**config.mk**
```make
export PLATFORM = sky130hd
export DESIGN_NAME = bit_clock_recovery
export DESIGN_NICKNAME = d
export VERILOG_FILES = /design/src/rtl/bit_clock_recovery.sv
export SDC_FILE = /design/constraint.sdc
export NUM_CORES = 1
export LEC_CHECK = 0
export BUFFER_PORTS_ARGS = -buffer_cell sky130_fd_sc_hd__buf_2
export CAP_MARGIN = 20
export CORE_ASPECT_RATIO = 0.9
export CORE_MARGIN = 2
export CORE_UTILIZATION = 65
export CTS_CLUSTER_DIAMETER = 150
export DETAILED_ROUTE_END_ITERATION = 16
export HOLD_SLACK_MARGIN = 0.08
export PLACE_DENSITY = 0.82
export REMOVE_ABC_BUFFERS = 1
export SETUP_SLACK_MARGIN = 0.4
export SKIP_LAST_GASP = 1
export SLEW_MARGIN = 20
export SYNTH_ARGS = -nofsm -noshare
export SYNTH_HDL_FRONTEND = slang
export SYNTH_SLANG_ARGS = --single-unit
```
**constraint.sdc**
```tcl
create_clock -name clk -period 12.27 [get_ports clk]
set_input_delay 1.8405 -clock clk [delete_from_list [all_inputs] [get_ports clk]]
set_output_delay 1.8405 -clock clk [all_outputs]
set_load 0.01 [all_outputs]
```
**src/rtl/bit_clock_recovery.sv**
```systemverilog
module bit_clock_recovery #(
  parameter int PERIOD     = 3072,
  parameter int SLOW_SHIFT = 6
) (
  input  logic clk,
  input  logic rst_n,
  input  logic rx_data,
  input  logic fast_en,
  input  logic lock_sel,
  output logic rclk,
  output logic rxd
);
  localparam int CW  = $clog2(PERIOD);
  localparam int CW1 = CW + 1;
  localparam logic [CW-1:0] HALF_C   = CW'(PERIOD / 2);
  localparam logic [CW-1:0] THRESH_C = CW'(PERIOD / 16);
  localparam logic [CW:0]   PERIOD_W = CW1'(PERIOD);

  logic s1, s2, h1, h2, maj, maj_q, edge_seen, late, hi_next;
  logic [CW-1:0] phase_cnt, err, step, slow_raw, fast_step;
  logic [CW:0]   sum, nxt;

  always_ff @(posedge clk or negedge rst_n)
    if (!rst_n) {s1, s2, h1, h2, maj_q} <= '0;
    else begin
      s1    <= rx_data;
      s2    <= s1;
      h1    <= s2;
      h2    <= h1;
      maj_q <= maj;
    end

  assign maj       = (s2 & h1) | (s2 & h2) | (h1 & h2);
  assign edge_seen = maj ^ maj_q;

  assign late      = phase_cnt >= HALF_C;
  assign err       = late ? CW'(PERIOD_W - {1'b0, phase_cnt}) : phase_cnt;
  assign slow_raw  = err >> SLOW_SHIFT;
  assign fast_step = lock_sel ? (err >> 3) : (err >> 1);

  always_comb begin
    if (err == '0)                     step = '0;
    else if (fast_en && err > THRESH_C) step = fast_step;
    else if (slow_raw == '0)           step = CW'(1);
    else                               step = slow_raw;
  end

  always_comb begin
    sum = {1'b0, phase_cnt} + CW1'(1);
    if (edge_seen) sum = late ? sum + {1'b0, step} : sum - {1'b0, step};
    nxt = (sum >= PERIOD_W) ? sum - PERIOD_W : sum;
  end

  assign hi_next = nxt < {1'b0, HALF_C};

  always_ff @(posedge clk or negedge rst_n)
    if (!rst_n) begin
      phase_cnt <= '0;
      rclk      <= 1'b1;
      rxd       <= 1'b0;
    end else begin
      phase_cnt <= nxt[CW-1:0];
      rclk      <= hi_next;
      if (rclk && !hi_next) rxd <= maj;
    end
endmodule


```
---- Yosys cells after proc, flatten, opt, wreduce, memory -nomap -nowiden ----
Index checks and enable logic that the tools add are counted.
word-level totals
  bits in registers ....................... 19
  output and inout bits ................... 2
  logic and storage cells ................. 36
cells by class
  add/sub/neg operators ................... 5
  order comparisons ....................... 4
  muxes and demuxes ....................... 8
  bitwise gates (word level) .............. 6
  reductions and logical operators ........ 5
operator list
  kind                    count
  $mux 13                 3
  $mux 12                 3
  $logic_not 12->1        2
  $add 12x1->13 const B   1
  $add 13x12->13          1
  $ge 13x12->1 const B    1
  $lt 13x11->1 const B    1
  $sub 13x12->13          1
  $sub 13x12->13 const B  1
  $ge 12x11->1 const B    1
  $gt 12x8->1 const B     1
  $sub 12x12->12 const A  1
  $mux 11                 1
  $mux 6                  1
  $and 1x1->1             3
  $logic_and 1x1->1       2
  $or 1x1->1              2
  $logic_not 1->1         1
  $xor 1x1->1             1

---- Depth between registers and ports, before layout ----
Gate-level depths: netlist of the first run.
  depth after elaboration ................. 14
  gate-level depth with buffers ........... 31
  gate-level depth less buffers ........... 31

---- Worst setup path before layout of the first run ----
OpenSTA, ideal clock, no wires.
  path type ............................... in2reg
  start point ............................. input lock_sel
  end point ............................... register rxd
  data arrival time ....................... 6,735 ps
  required time ........................... 12,145 ps
  path slack .............................. 5,410 ps
  cell stages on the path ................. 24
  buffers on the path ..................... 0
  cells stage by stage .................... inv_1 or2_2 a221o_2 and2_1 nor2b_1 inv_1 ha_1 nand2_1 o21ai_0 ha_1 a211oi_1 o21ai_0 a2111oi_1 o31ai_1 mux2i_1 nor3_1 ha_1 nand4b_1 or3_1 or4_1 a21oi_1 mux2_4 o221ai_2 mux2_4
between the ends
  word-level cells in the longest chain between the ends .. 11
  elaborated cells on any way between the ends .. 13
  those cells by class .................... 3 x add/sub; 2 x order compare; 6 x mux; 2 x reduce/logical
ends and longest elaborated chain
  item                                                     RTL line  source
  start: declaration                                       9         input logic lock_sel,
  $mux 11 *                                                39        assign fast_step = lock_sel ? (err >> 3) : (err >> 1);
  $mux 12 *                                                43        else if (fast_en && err > THRESH_C) step = fast_step;
  $mux 12 *                                                42        if (err == '0) step = '0;
  $sub 13x12->13 / $add 13x12->13 (equally long branches)  50        if (edge_seen) sum = late ? sum + {1'b0, step} : sum - {1'b0, step};
  $mux 13 * (2 in a row)                                   50
  $sub 13x12->13 / $ge 13x12->1 (equally long branches)    51        nxt = (sum >= PERIOD_W) ? sum - PERIOD_W : sum;
  $mux 13 *                                                51
  $lt 13x11->1 *                                           54        assign hi_next = nxt < {1'b0, HALF_C};
  $logic_not 1->1 *                                        64        if (rclk && !hi_next) rxd <= maj;
  $logic_and 1x1->1 *                                      64
  end signal: assignment                                   64
  end: declaration                                         11        output logic rxd
Every way passes the cells marked *; elsewhere a longest branch is shown, timed or not.
A chain may end at the register's enable or synchronous reset.

---- Final worst setup path of the first run ----
Ends and elaborated chain as after synthesis.

==> summary by stage, run 1 <==
Synthesis
The synthesized netlist devotes 27.1% of its cell area to compound gates. After Yosys synthesis, full adders, half adders and majority gates account for 8.93% of the synthesized area. The sequential area share after synthesis is 17.4%. The parity-gate share of the synthesized area counting xor and xnor cells is between 10 and 15%.

After synthesis, the netlist uses between 70 and 80 different library cells. The combinational family with the most area after synthesis is compound AO/OA/AOI/OAI gates. The mean instance size in the synthesized netlist is 8.08 um^2. Synthesis produced around 340 cells. The commonest register cell after synthesis is sky130_fd_sc_hd__dfrtp_1. The total standard cell area after synthesis is 2730 um^2.

The register bit total from synthesis is 19. Counting flops with a built-in enable in the synthesized netlist gives 0. Summing the areas of all and, or, nand and nor instances in the mapped netlist gives 24.6% of the synthesized area. Counting flops with an async set or reset pin after synthesis yields a share of 100%. The Yosys step of the flow raised 0 warnings.

The multiplexer share of the synthesized area is 4.67%.

Clocking
The post-cts repair resize count is 0. The clock transition at the register clock pins on the worst setup and hold paths after CTS is 0.07 ns. The clock passes through at most 2 buffers. CTS placed an instance of sky130_fd_sc_hd__clkbuf_8 at the clock tree root. The buffers inserted during post-CTS setup optimization is 0. The number of buffers created by CTS is 3. For this design, the CTS-stage hold fixing added 0 buffers. In this run the number of H-tree levels came out at 1. For this design, the sink count on the clock tree is 19. TritonCTS built the clock tree. For the worst-skew pair, the clock arrives at the later sink with an insertion delay of 0.25 ns.

GRT
The global-route usage over all layers is 28.0%. The first global-routing pass estimated 10600 um of wire. The number of antenna violations at the first check in global routing is 0.

Entering global routing, the biggest net connects 25 pins. The number of global-route vias before repair is 2234. The sum of overflow across all layers after global routing is 0.

Timing
The count of final max-slew check failures was 0. The final worst hold slack is 0.357 ns. After layout, the worst path uses 63.0% of the clock period.

The clock arrives with 0.00211 ns of skew. Measured against its own limit, the worst slew margin works out to 47.0%. Static timing analysis puts the maximum clock frequency at 129 MHz. The final worst setup slack is 4.53 ns. Setup repair after global routing left no endpoint under its margin.

The transition time of the tightest slew-check pin is 0.794 ns. After routing, the total negative slack on setup checks comes to 0 ns. The number of failing hold endpoints at the final stage is 0.

Setup violations remaining at the end of the flow were counted as 0. The final critical-path required period is 7.74 ns.

Critical path
Along the worst path, the maximum fanout reaches 21. Data on the critical path arrives at its endpoint at 7.87 ns. The data required time at the worst endpoint is 12.41 ns. The critical path is of the in2reg type. STA classifies the critical path endpoint as a flip-flop. The launch point of the critical path is lock_sel. The worst setup path is launched from an input pin. In this run the critical register-to-register path is launched from phase_cnt[0].

Run status
The run finished with clean final reports.

Detailed routing
The detailed router's first-iteration violation count is 211. The average vias per placed instance is around 6.6. Dividing the detail-routed wire length by the instance count gives between 15 and 20 um. The first detailed-routing pass ran for 5 iterations. The antenna violation net count after detailed routing is 0.

The number of DRC violations after detailed routing is 0. The detailed router placed around 2.5k vias in this run. The final wirelength is 6260 um.

Placement
The number of cells after detailed placement is 378. The half-perimeter wire length of the detailed placement result is 5030 um. The final weighted congestion of routability-driven global placement is 0.954.

The count of buffers from port buffering is 6. The worst slack after detailed placement is between 4 and 5 ns.

Cells and area
Fill cells in the final layout number 343. Excluding fillers, the count of instances in the completed layout stands at 382. The footprint of the flip-flops and latches is 477 um^2.

0 antenna diodes ended up in the layout. The top cell types in the final layout, fill and taps aside, are sky130_fd_sc_hd__nand2_1, sky130_fd_sc_hd__nor2_1, sky130_fd_sc_hd__o21ai_0. The area growth from synthesis to layout is 1.79%. Summing all multi-input logic gate instances after layout gives 2100 um^2. The share of post-route cells with drive strength above 1 is 13.5%.

The library cell used most frequently in the layout, excluding fill and tap cells, is sky130_fd_sc_hd__nand2_1. In the final design database the tool counted 358 nets.

Floorplan
Measured along the x axis, the die boundary spans slightly above 70 um. The die is between 60 and 70 um tall. 7 I/O pins were placed.

In this run the core area contains 22 standard-cell rows. For this configuration, the core starts out at a cell density of roughly 68%. In this run the standard cell core region covers 4050 um^2.

The floorplan step defined a die boundary enclosing 4740 um^2.

Job
The number of maximum-capacitance violations is 0.

Hold path
In this run the most critical hold path is launched from s1. The tightest min-delay check is of the reg2reg type.
==> final timing paths <==
check	to	slack [ns]	cells past startpoint
worst max register to register	rxd	4.75	26
min in group asynchronous	maj_q	1.51	1
worst min-delay path	s2	0.36	0
worst min register to register	s2	0.36	0
worst max-delay path	rxd	4.53	25
max in group asynchronous	rclk	10.44	1
==> per-stage QoR <==
| step | utilization [%] | cell area (um^2) |
|---|---|---|
| finish | 68.7 | 2780 |
| global route | 68.7 | 2780 |
| CTS | 68.7 | 2780 |
| detailed placement | 67.6 | 2740 |
| global placement | 67.6 | 2740 |
| floorplan | - | 2630 |
==> cell type report <==
class	instances	share of cell area (%)
clock inverter	1	0.180
timing repair buffer	8	1.62
sequential	19	17.1
tap	48	2.16
clock buffer	3	1.48
multi-input combinational	288	75.4
inverter	15	2.02
==> cells by family (layout without fill, tap and decap cells) <==
group,count (synthesis),in the layout
compound gates,99,99
xor+xnor,31,31
fa+ha+maj,19,19
buf+inv,31,27
flops,19,19
mux,11,11
simple gates,128,128
==> flip-flops by register name (all words and copies together) (netlist names) <==
| signal | flops |
|---|---|
| rclk | 1 |
| h1 | 1 |
| h2 | 1 |
| maj_q | 1 |
| s1 | 1 |
| s2 | 1 |
| rxd | 1 |
| phase_cnt | 12 |
==> per-layer routing <==
metal / up-vias / track usage [%] / wire (um)
met5: - / 0 / 0
met4: 0 / 5.42 / 168
met3: 22 / 3.53 / 374
met2: 113 / 44.4 / 2780
met1: 1161 / 41.1 / 2930
li1: 1231 / - / -
==> critical path: stages <==
cell and delay (ns):
sky130_fd_sc_hd__buf_2 0.30, sky130_fd_sc_hd__inv_1 0.19, sky130_fd_sc_hd__or2_2 0.32, sky130_fd_sc_hd__a221o_2 0.34
sky130_fd_sc_hd__and2_1 0.14, sky130_fd_sc_hd__nor2b_1 0.14, sky130_fd_sc_hd__inv_1 0.08, sky130_fd_sc_hd__ha_1 0.22
sky130_fd_sc_hd__nand2_1 0.05, sky130_fd_sc_hd__o21ai_0 0.12, sky130_fd_sc_hd__ha_1 0.33, sky130_fd_sc_hd__a211oi_1 0.29
sky130_fd_sc_hd__o21ai_0 0.22, sky130_fd_sc_hd__a2111oi_1 0.55, sky130_fd_sc_hd__o31ai_1 0.18, sky130_fd_sc_hd__mux2i_1 0.14
sky130_fd_sc_hd__nor3_1 0.50, sky130_fd_sc_hd__ha_1 0.30, sky130_fd_sc_hd__nand4b_1 0.11, sky130_fd_sc_hd__or3_1 0.31
sky130_fd_sc_hd__or4_1 0.43, sky130_fd_sc_hd__a21oi_1 0.17, sky130_fd_sc_hd__mux2_4 0.18, sky130_fd_sc_hd__o221ai_2 0.11
sky130_fd_sc_hd__mux2_4 0.30
==> Yosys cell counts, types with 4 or more instances <==
| cell | n | area share (%) |
|---|---|---|
| sky130_fd_sc_hd__a211oi_1 | 5 | 1.4 |
| sky130_fd_sc_hd__a21o_1 | 4 | 1.1 |
| sky130_fd_sc_hd__a21oi_1 | 12 | 2.2 |
| sky130_fd_sc_hd__buf_2 | 7 | 1.3 |
| sky130_fd_sc_hd__buf_6 | 4 | 1.6 |
| sky130_fd_sc_hd__dfrtp_1 | 18 | 16 |
| sky130_fd_sc_hd__ha_1 | 17 | 7.8 |
| sky130_fd_sc_hd__inv_1 | 15 | 2.1 |
| sky130_fd_sc_hd__mux2i_1 | 6 | 2.2 |
| sky130_fd_sc_hd__nand2_1 | 34 | 4.7 |
| sky130_fd_sc_hd__nand2b_1 | 5 | 1.1 |
| sky130_fd_sc_hd__nand3_1 | 14 | 2.6 |
| sky130_fd_sc_hd__nor2_1 | 29 | 4.0 |
| sky130_fd_sc_hd__nor2b_1 | 4 | 0.92 |
| sky130_fd_sc_hd__nor3_1 | 9 | 1.6 |
| sky130_fd_sc_hd__o211ai_1 | 5 | 1.4 |
| sky130_fd_sc_hd__o21a_1 | 5 | 1.4 |
| sky130_fd_sc_hd__o21ai_0 | 25 | 4.6 |
| sky130_fd_sc_hd__o31ai_1 | 6 | 1.6 |
| sky130_fd_sc_hd__or2_2 | 4 | 0.92 |
| sky130_fd_sc_hd__or3_1 | 7 | 1.6 |
| sky130_fd_sc_hd__xnor2_1 | 15 | 4.8 |
| sky130_fd_sc_hd__xor2_1 | 12 | 3.8 |
Power of run 1 is left out: the tool's default activity adds up to more than one toggle a clock period on the data nets, which glitch-free logic cannot reach.
==> run 2: changes to the inputs <==
--- a/config.mk
+++ b/config.mk
@@ -9,11 +9,11 @@
 export CAP_MARGIN = 20
 export CORE_ASPECT_RATIO = 0.9
 export CORE_MARGIN = 2
-export CORE_UTILIZATION = 65
+export CORE_UTILIZATION = 58
 export CTS_CLUSTER_DIAMETER = 150
 export DETAILED_ROUTE_END_ITERATION = 16
 export HOLD_SLACK_MARGIN = 0.08
-export PLACE_DENSITY = 0.82
+export PLACE_DENSITY = 0.78
 export REMOVE_ABC_BUFFERS = 1
 export SETUP_SLACK_MARGIN = 0.4
 export SKIP_LAST_GASP = 1
==> constraint.sdc (replaced) <==
create_clock -name clk -period 6.56 [get_ports clk]
set_input_delay 0.984 -clock clk [delete_from_list [all_inputs] [get_ports clk]]
set_output_delay 0.984 -clock clk [all_outputs]
set_load 0.01 [all_outputs]
==> run 2 against run 1 <==
Net effect: register-to-register slack got worse by 4.5 ns; sequential cell count unchanged; global-route usage increased by 6.0 points; setup slack worse by 4.3 ns; wire length rose by 51%; first-iteration DRC count grew 140%; cell area rose by 28%; sequential share of layout area decreased by 3.7 points; critical endpoint unchanged; critical path depth up 1.
==> summary by stage, run 2 (synthesis results as in run 1) <==
Placement
The placed instances occupy a cell area of 2980 um^2. The final weighted congestion of routability-driven global placement is around 0.95. The half-perimeter wire length of the detailed placement result is 5930 um. In this run the tool buffered the top-level ports with 6 buffer cells.

Clocking
The CTS sink count is 19. Counting the buffers created by CTS gives 3. The cell at the root of the clock tree is sky130_fd_sc_hd__clkbuf_8. In this run, post-CTS hold repair placed 0 buffers. The clock transition at the register clock pins on the worst setup and hold paths after CTS is 0.09 ns. CTS built an H-tree with a depth of 1. The worst-case clock buffer depth is 2.

The clock latency on the worst-skew pair is 0.27 ns. TritonCTS built the clock tree.

Critical path
Among the stages of the critical path, the cell type that occurs most often is sky130_fd_sc_hd__ha_4. The depth of the worst register-to-register path is 26. The end of the worst register-to-register path is rxd. The highest cell delay on the worst timing path is 0.46 ns. By startpoint and endpoint, the worst setup path is classified as reg2reg.

The critical path data arrival time is 6.53 ns. The largest fanout on the critical path is 4. The critical path endpoint category is a flip-flop. In this run the worst setup path begins at phase_cnt[7]. The combined buffer and inverter count along the critical path is 1.

The startpoint identified for the worst register-to-register timing path is phase_cnt[7]. The nature of the critical path startpoint is a flip-flop. Setup slack on the worst reg-to-reg path comes out at 0.20 ns.

On the critical path, the stage with the largest delay is an instance of sky130_fd_sc_hd__or4_4. The cell family contributing the most delay on the critical path is simple AND/OR/NAND/NOR gates. For the worst setup path, the data required time is 6.73 ns.

Hold path
The worst hold path startpoint is s1. The terminating pin of the worst hold path is s2. The min-delay analysis places its worst path in the category reg2reg. Counting instances, the worst hold path has a depth of 0.

GRT
The global-route usage over all layers is 34.0%. Entering global routing, the biggest net connects 21 pins. The first global-routing pass estimated 14400 um of wire. The number of global-route vias before repair is 2799. The sum of overflow across all layers after global routing is 0.

The number of antenna violations at the first check in global routing came to 0.

Timing
Setup repair after global routing could not meet its margin everywhere. Timing would allow up to 157 MHz. For the pin with the worst max-slew slack, the measured transition is 0.815 ns. Hold is met by 0.355 ns. The number of failing hold endpoints at the final stage was 0. The share of the cycle needed by the critical path after routing is 96.9%. The tightest slew margin relative to the limit is 45.0%. Setup violations remaining at the end of the flow were counted as 0.

The count of final max-slew check failures is 0. The clock tree skew after final layout is 0.00635 ns. The worst path in the final design needs a cycle of 6.36 ns, including I/O delays and setup. The accumulated negative setup slack is 0 ns.

Cells and area
The signed area change from the synthesized netlist to the final layout is 30.0%. The largest register by flop count is phase_cnt. At the end of the flow, the number of nets in the layout was 413.

The share of post-route cells with drive strength above 1 is 38.3%. The register with the most flip-flops in the layout has 12 of them. The library cells used most frequently in the layout, excluding fill and tap cells, are sky130_fd_sc_hd__buf_4, sky130_fd_sc_hd__nand2_1, sky130_fd_sc_hd__nor2_1. The footprint of the multi-input gates is 2420 um^2. The footprint of the flip-flops and latches is 478 um^2. After routing the design area is ~3600 um^2. Leaving out fill and tap cells, the most frequent cell in the layout is sky130_fd_sc_hd__buf_4. The filler cells instantiated in the layout total roughly 260. 0 antenna diodes ended up in the layout.

Detailed routing
Detailed routing inserted a total of roughly 3.1k vias. After the first detailed-routing iteration, the DRC count stood at 511. In the final routed layout, each cell accounts on average for 20.9 um. Dividing the detail-routed via count by the number of cells gives 6.87. The antenna violation net count after detailed routing is 0.

The first detailed-routing pass took 5 iterations. The number of DRC violations after detailed routing is 0. The final layout contains routed wiring with a total length of around 9400 um.

Floorplan
From left edge to right edge, the die measures roughly 76 um. The floorplan step defined a core boundary enclosing approximately 4500 um^2. After floorplanning, the core was divided into 23 placement rows. The die covers about 5300 um^2.

Pin placement for this block handled 7 I/O pins. The die height is 69.1 um. The initial cell density of the core is 60.9%.

Run status
The flow ran to the end, and the final reports show no timing, DRC or antenna violations.

Job
The tool flagged a number of max-cap violations equal to 0.
==> run 2: through the flow <==
step / cells / util [%] / setup slack, ns
2_1_floorplan: 322 / - / 0.0203
3_5_place_dp: 422 / 66.3 / -0.306
5_1_grt: 451 / 79.1 / -0.00116
3_3_place_gp: 422 / 66.3 / -0.109
4_1_cts: 443 / 75.9 / 0.330
6_report: 451 / 79.1 / 0.201
==> run 2: per-layer routing <==
layer	track usage (%)	vias to the layer above	wire length, um
met4	12.3	0	452
met1	45.5	1452	3670
met2	56.0	247	4330
li1	-	1339	-
met3	4.97	61	988
met5	0	-	0
==> run 2: worst reg2reg max path, cell delays in order, from the launching register on <==
cell                       delay, ns
sky130_fd_sc_hd__dfrtp_1        0.43
sky130_fd_sc_hd__nor4_4         0.35
sky130_fd_sc_hd__nand4_2        0.19
sky130_fd_sc_hd__mux2_4         0.34
sky130_fd_sc_hd__or3_4          0.36
sky130_fd_sc_hd__a211o_1        0.33
sky130_fd_sc_hd__and2_1         0.15
sky130_fd_sc_hd__nor2b_4        0.13
sky130_fd_sc_hd__inv_2          0.08
sky130_fd_sc_hd__ha_4           0.16
sky130_fd_sc_hd__nor2_4         0.05
sky130_fd_sc_hd__xnor2_4        0.19
sky130_fd_sc_hd__ha_4           0.24
sky130_fd_sc_hd__nor2b_4        0.12
sky130_fd_sc_hd__o31a_1         0.32
sky130_fd_sc_hd__o211ai_1       0.31
sky130_fd_sc_hd__a21oi_2        0.11
sky130_fd_sc_hd__o311a_1        0.38
sky130_fd_sc_hd__nor3_4         0.24
sky130_fd_sc_hd__ha_4           0.16
sky130_fd_sc_hd__nand4b_1       0.10
sky130_fd_sc_hd__or3_1          0.32
sky130_fd_sc_hd__or4_4          0.46
sky130_fd_sc_hd__nand2_4        0.11
sky130_fd_sc_hd__o31ai_1        0.08
sky130_fd_sc_hd__o221ai_2       0.23
sky130_fd_sc_hd__mux2_4         0.31
==> run 2: layout make-up <==
cell class,instances,area share (%)
Inverter,15,1.59
Sequential cell,19,13.5
Clock buffer,3,1.16
Timing Repair Buffer,63,13.3
Multi-Input combinational cell,288,68.1
Clock inverter,1,0.211
Tap cell,62,2.18
==> run 2: timing repair <==
action                     4_1_cts  5_1_grt
hold endpoints to repair         0        0
resized for setup               56       19
buffers inserted                17        8
pin swaps                       36       25
setup endpoints to repair        4        4
==> run 2: worst max path at each step <==
stage | endpoint | slack (ns) | cells after the start
floorplan | rxd | 0.02 | 26
global placement | rxd | -0.11 | 28
detailed placement | rxd | -0.31 | 28
CTS | rxd | 0.33 | 27
global route | rxd | -0.001 | 26
finish | rxd | 0.20 | 26
Power of run 2 is left out for the same reason.
